**src/rtl/ata_bridge_pkg.sv**
```systemverilog
package ata_bridge_pkg;

    typedef enum logic [1:0] {
        SZ_BYTE = 2'd0,
        SZ_HALF = 2'd1,
        SZ_WORD = 2'd2,
        SZ_RSVD = 2'd3
    } acc_size_e;

    typedef enum logic {
        ST_IDLE,
        ST_WAIT
    } bridge_state_e;

    localparam int SEL_W = 4;
    localparam logic [SEL_W-1:0] SEL_DATA = 4'd0;
    localparam logic [SEL_W-1:0] SEL_CTRL = 4'd8;

endpackage

```
**src/rtl/ata_idx_decode.sv**
```systemverilog
module ata_idx_decode
    import ata_bridge_pkg::*;
#(
    parameter int ADDR_W    = 16,
    parameter int IDX_LO    = 4,
    parameter int IDX_HI    = 11,
    parameter int TF_FIRST  = 1,
    parameter int TF_LAST   = 7,
    parameter int CTL_IDX_A = 8,
    parameter int CTL_IDX_B = 22
) (
    input  logic [ADDR_W-1:0] addr,
    input  logic [1:0]        size,
    output logic              hit,
    output logic [SEL_W-1:0]  sel
);
    localparam int IDX_W = IDX_HI - IDX_LO + 1;

    logic [IDX_W-1:0] idx;
    logic             in_block;
    logic             is_ctrl;

    assign idx      = addr[IDX_HI:IDX_LO];
    assign in_block = (idx >= IDX_W'(TF_FIRST)) && (idx <= IDX_W'(TF_LAST));
    assign is_ctrl  = (idx == IDX_W'(CTL_IDX_A)) || (idx == IDX_W'(CTL_IDX_B));

    always_comb begin
        hit = 1'b0;
        sel = SEL_DATA;
        unique case (acc_size_e'(size))
            SZ_BYTE: begin
                if (in_block) begin
                    hit = 1'b1;
                    sel = idx[SEL_W-1:0];
                end else if (is_ctrl) begin
                    hit = 1'b1;
                    sel = SEL_CTRL;
                end
            end
            SZ_HALF, SZ_WORD: begin
                hit = (idx == '0);
            end
            SZ_RSVD: begin
                hit = 1'b0;
            end
        endcase
    end
endmodule

```
**src/rtl/ata_lane_swap.sv**
```systemverilog
module ata_lane_swap
    import ata_bridge_pkg::*;
#(
    parameter int DATA_W = 32
) (
    input  logic [DATA_W-1:0] din,
    input  logic [1:0]        size,
    output logic [DATA_W-1:0] dout
);
    localparam int LANES     = DATA_W / 8;
    localparam int HALF_LNS  = 2;

    logic [DATA_W-1:0]     full_rev;
    logic [8*HALF_LNS-1:0] half_rev;

    for (genvar i = 0; i < LANES; i++) begin : g_full
        assign full_rev[8*i +: 8] = din[8*(LANES-1-i) +: 8];
    end

    for (genvar j = 0; j < HALF_LNS; j++) begin : g_half
        assign half_rev[8*j +: 8] = din[8*(HALF_LNS-1-j) +: 8];
    end

    always_comb begin
        dout = '0;
        unique case (acc_size_e'(size))
            SZ_BYTE: dout[7:0]            = din[7:0];
            SZ_HALF: dout[8*HALF_LNS-1:0] = half_rev;
            SZ_WORD: dout                 = full_rev;
            SZ_RSVD: dout                 = '0;
        endcase
    end
endmodule

```
**src/rtl/ata_mmio_bridge.sv**
```systemverilog
module ata_mmio_bridge
    import ata_bridge_pkg::*;
#(
    parameter int ADDR_W = 16,
    parameter int DATA_W = 32
) (
    input  logic              clk,
    input  logic              rst_n,
    input  logic              host_req,
    input  logic              host_we,
    input  logic [1:0]        host_size,
    input  logic [ADDR_W-1:0] host_addr,
    input  logic [DATA_W-1:0] host_wdata,
    output logic              host_ack,
    output logic [DATA_W-1:0] host_rdata,
    output logic [3:0]        dev_sel,
    output logic [1:0]        dev_size,
    output logic              dev_rd,
    output logic              dev_wr,
    output logic [DATA_W-1:0] dev_wdata,
    input  logic [DATA_W-1:0] dev_rdata
);
    localparam int HALF_W = 16;

    bridge_state_e    state_q, state_d;
    logic [1:0]       size_q;
    logic [SEL_W-1:0] sel_q;
    logic             dec_hit;
    logic [SEL_W-1:0] dec_sel;
    logic [DATA_W-1:0] rd_swapped;
    logic [DATA_W-1:0] miss_data;
    logic             issue_rd;

    ata_idx_decode #(
        .ADDR_W (ADDR_W)
    ) u_decode (
        .addr (host_addr),
        .size (host_size),
        .hit  (dec_hit),
        .sel  (dec_sel)
    );

    ata_lane_swap #(
        .DATA_W (DATA_W)
    ) u_wr_swap (
        .din  (host_wdata),
        .size (host_size),
        .dout (dev_wdata)
    );

    ata_lane_swap #(
        .DATA_W (DATA_W)
    ) u_rd_swap (
        .din  (dev_rdata),
        .size (size_q),
        .dout (rd_swapped)
    );

    always_comb begin
        miss_data = '1;
        unique case (acc_size_e'(host_size))
            SZ_BYTE: miss_data = DATA_W'(8'hFF);
            SZ_HALF: miss_data = DATA_W'({HALF_W{1'b1}});
            SZ_WORD, SZ_RSVD: miss_data = '1;
        endcase
    end

    assign issue_rd = host_req && !host_we && dec_hit;

    // Next-state logic
    always_comb begin
        state_d = state_q;
        unique case (state_q)
            ST_IDLE: if (issue_rd) state_d = ST_WAIT;   // issue
            ST_WAIT: state_d = ST_IDLE;                 // complete
        endcase
    end

    // State register and read context
    always_ff @(posedge clk) begin
        if (!rst_n) begin
            state_q <= ST_IDLE;
            size_q  <= 2'd0;
            sel_q   <= SEL_DATA;
        end else begin
            state_q <= state_d;
            if (state_q == ST_IDLE && issue_rd) begin
                size_q <= host_size;
                sel_q  <= dec_sel;
            end
        end
    end

    // Outputs
    always_comb begin
        host_ack   = 1'b0;
        host_rdata = miss_data;
        dev_rd     = 1'b0;
        dev_wr     = 1'b0;
        dev_sel    = dec_sel;
        dev_size   = host_size;
        unique case (state_q)
            ST_IDLE: begin
                dev_rd   = issue_rd;
                dev_wr   = host_req && host_we && dec_hit;
                host_ack = host_req && (host_we || !dec_hit);
            end
            ST_WAIT: begin
                host_ack   = 1'b1;
                host_rdata = rd_swapped;
                dev_sel    = sel_q;
                dev_size   = size_q;
            end
        endcase
    end

    AST_RD_ACK_NEXT: assert property (@(posedge clk) disable iff (!rst_n)
        dev_rd |=> host_ack);
    AST_RD_NO_SAME_ACK: assert property (@(posedge clk) disable iff (!rst_n)
        dev_rd |-> !host_ack);
    AST_RD_SINGLE_PULSE: assert property (@(posedge clk) disable iff (!rst_n)
        dev_rd |=> !dev_rd);
    AST_STROBE_EXCL: assert property (@(posedge clk) disable iff (!rst_n)
        $onehot0({dev_rd, dev_wr}));
    AST_WR_ACK_NOW: assert property (@(posedge clk) disable iff (!rst_n)
        (host_req && host_we && state_q == ST_IDLE) |-> host_ack);
    AST_WIDE_DATAPORT: assert property (@(posedge clk) disable iff (!rst_n)
        ((dev_rd || dev_wr) && dev_size != 2'd0) |-> dev_sel == SEL_DATA);
    AST_BYTE_SEL_RANGE: assert property (@(posedge clk) disable iff (!rst_n)
        ((dev_rd || dev_wr) && dev_size == 2'd0)
            |-> (dev_sel >= 4'd1 && dev_sel <= SEL_CTRL));
    AST_IDLE_QUIET: assert property (@(posedge clk) disable iff (!rst_n)
        (!host_req && state_q == ST_IDLE) |-> !(host_ack || dev_rd || dev_wr));
endmodule

```
**config.mk**
```make
export PLATFORM = sky130hd
export DESIGN_NAME = ata_mmio_bridge
export DESIGN_NICKNAME = d
export VERILOG_FILES = /design/src/rtl/ata_bridge_pkg.sv /design/src/rtl/ata_idx_decode.sv /design/src/rtl/ata_lane_swap.sv /design/src/rtl/ata_mmio_bridge.sv
export SDC_FILE = /design/constraint.sdc
export NUM_CORES = 1
export LEC_CHECK = 0
export BUFFER_PORTS_ARGS = -buffer_cell sky130_fd_sc_hd__buf_2
export CAP_MARGIN = 20
export CORE_MARGIN = 8
export CORE_UTILIZATION = 30
export CTS_CLUSTER_DIAMETER = 30
export DETAILED_ROUTE_END_ITERATION = 10
export PLACE_DENSITY = 0.7
export SYNTH_ARGS = -nofsm -noshare
export SYNTH_HDL_FRONTEND = slang
export SYNTH_HIERARCHICAL = 1
export SYNTH_SLANG_ARGS = --single-unit
```
**constraint.sdc**
```tcl
create_clock -name clk -period 2.1 [get_ports clk]
set_clock_uncertainty 0.2 [all_clocks]
set_input_delay 0.315 -clock clk [delete_from_list [all_inputs] [get_ports clk]]
set_output_delay 0.315 -clock clk [all_outputs]
set_load 0.05 [all_outputs]
```
==> out/metrics.cfg <==
[outcome]
outcome=complete, but fails checks
violations=setup timing

[synthesis]
ys_seq_area_frac=0.08151
netlist_area_um2=1719
yosysTopAreaCell=a22oi_1
syn_avg_cell_area_um2=6.612
synthCells=260
synth_seq_cells=7
ys_top_cells_by_area=a22oi_1, nand2_1, and2_1
syn-num-nets=353
ys_warn_count=6
ys_types=30
synth_top_area_share=0.1397

[die]
io_pins=159
initial_core_util=0.3122
die_area_um2=8409
placeableCoreArea_um2=5507
die_w_um=91.70
rows=27
die_h_um=91.70

[detailed_routing]
ant_nets=0
first_pass_iters=6
wl_per_cell_um=16.11
routed-via-count=2409
drc=0
routed_wl_um=7876
drt_iter0_markers=103
vias_per_cell=4.926

[setup_path]
end_kind=output port
startpoint_type=input port
critPathMaxStageDelay_ns=0.34
worst_path_max_delay_cell=or3_4
cp.required_ns=1.58
crit_chain=buf_8 -> inv_4 -> ha_4 -> nand2b_4 -> or3_4 -> a31oi_4 -> nor4bb_4 -> buf_6
path_max_fanout=4
reg2reg_setup_slack_ns=0.51
worstSetupPathType=input port to output port
crit_arrival_ns=1.70

[layout]
layout_common_cells=buf_2, nand2_1, and2_1, buf_6, buf_4
area_delta_synth_final_pct=88.06
nNetsFinal=511
final_common_cell=buf_2
fin_area_um2=3233
diodes=0
drive_gt1_frac=0.5755
final_util=0.5871

[grt]
grt_pass1_vias=2324
grt_max_degree=33
track_usage=0.1539
antenna_found_initial=0
grt_first_pass_wirelength_um=11100
grt_overflow_total=0

[sta]
setup_ws_ns=-0.1145
finalCritPeriodShare=1.055
drv_slew=0
worst_pin_slew_ns=0.3640
relSlewSlack=0.7574
setup_tns_ns=-0.2406
final_hold_viol_count=0
finalSetupViolCount=5
rsz0062_at_grt=true
fmax_ghz=0.4516
period_minus_slack_ns=2.214

[cts]
clock_latency_ns=0.23
cts-root-buf=clkbuf_8
clock_sinks=7
clk_pin_slew_worst_paths_ns=0.04
htreeDepth=1
cts_tree=done
cts_max_path_buffers=2
cts_hold_buf=0
numCtsBuffers=3

[power]
cellLeakagePower_uw=0.001462
peakVddDrop_mv=0.2324
p_per_area_nw_per_um2=281.7

[placed_design]
dp_hpwl_um=5513
io_buffers=150
dpl-instance-area_um2=2609
globalplace.congestion=0.8540

[min_path]
hp-class=input port to register

[job]
drv_cap=0

[routing by layer]
layer / vias up / wire length (um) / GRT usage
li1: 1195 / - / -
met1: 1088 / 2870 / 0.1617
met5: - / 0 / 0
met2: 108 / 4146 / 0.2893
met3: 18 / 642 / 0.05623
met4: 0 / 216 / 0.02416
[kinds of logic (layout without fill, tap and decap cells)]
kind of cell / count (synthesis) / after routing / synth area share
AOI/OAI and AO/OA: 61 / 61 / 0.2293
adders and majority gates: 7 / 7 / 0.05094
buffers and inverters: 36 / 193 / 0.1288
DFF: 7 / 7 / 0.08151
muxes: 11 / 11 / 0.06768
and+or+nand+nor: 138 / 138 / 0.4418
[layout make-up]
type	count	area [um^2]
Fill cell	488	2273
Multi-Input combinational cell	217	1617
Timing Repair Buffer	174	1262
Sequential cell	7	147.6
Tap cell	72	90.09
Inverter	15	71.32
Clock buffer	4	45.04
[worst max-delay path: cells and delay by family]
kind            cells  cell delay [ns]
buf+inv             3             0.34
fa+ha+maj           1             0.15
compound gates      1             0.21
simple gates        3             0.67
[per-stage QoR]
step                power (uW)  hold WS, ns  instances  worst slack [ns]
floorplan                485.6       0.2313        260          0.003200
global placement         659.5       0.2387        479           -0.3168
detailed placement       665.6       0.2478        479           -0.3466
CTS                      893.4       0.2357        486           -0.1097
global route             962.6       0.2516        489           -0.1880
finish                   910.7       0.2403        489           -0.1145
[state kept, by name, summed over array words and instances (netlist names)]
register  cells
state_q       1
sel_q         4
size_q        2
[cell usage after synthesis]
master and instances:
nand2_1 62, and2_1 35, a22oi_1 32, o21ai_1 17
nor2b_1 16, inv_1 15, nand2b_1 11, buf_6 10
a21oi_1 9, buf_2 7, dfxtp_1 7, ha_1 7
mux2i_1 6, mux2_2 5, and4b_1 2, clkbuf_1 2
clkbuf_2 2, nor3_2 2, nor4b_1 2, a211o_2 1
a21o_1 1, a31oi_1 1, and3b_2 1, nand2b_4 1
nor2_1 1, nor3_1 1, nor4_1 1, nor4bb_4 1
or3_1 1, or3_4 1
[where the power goes]
group          total [uW]  switching [uW]  leakage (uW)  internal [uW]
clock                 189            57.7     0.0000228            131
combinational         590             385       0.00138            205
sequential            131           0.225     0.0000580            131
[what timing repair did]
action | 4_1_cts | 5_1_grt
gates resized for setup | 69 | 67
buffers inserted | 2 | 4
pin swaps | 5 | 14
cloned | 1 | 2
setup endpoints to repair | 30 | 53
[worst paths after layout]
| path | to | depth (start not counted) | startpoint |
|---|---|---|---|
| max | dev_rd | 8 | host_size[0] |
| min | size_q[0]$_SDFFE_PN0P_ | 3 | rst_n |
| max reg2reg | sel_q[2]$_SDFFE_PN0P_ | 4 | state_q$_SDFF_PN0_ |
| min reg2reg | sel_q[3]$_SDFFE_PN0P_ | 2 | sel_q[3]$_SDFFE_PN0P_ |
(Power assumes the default switching activity.)
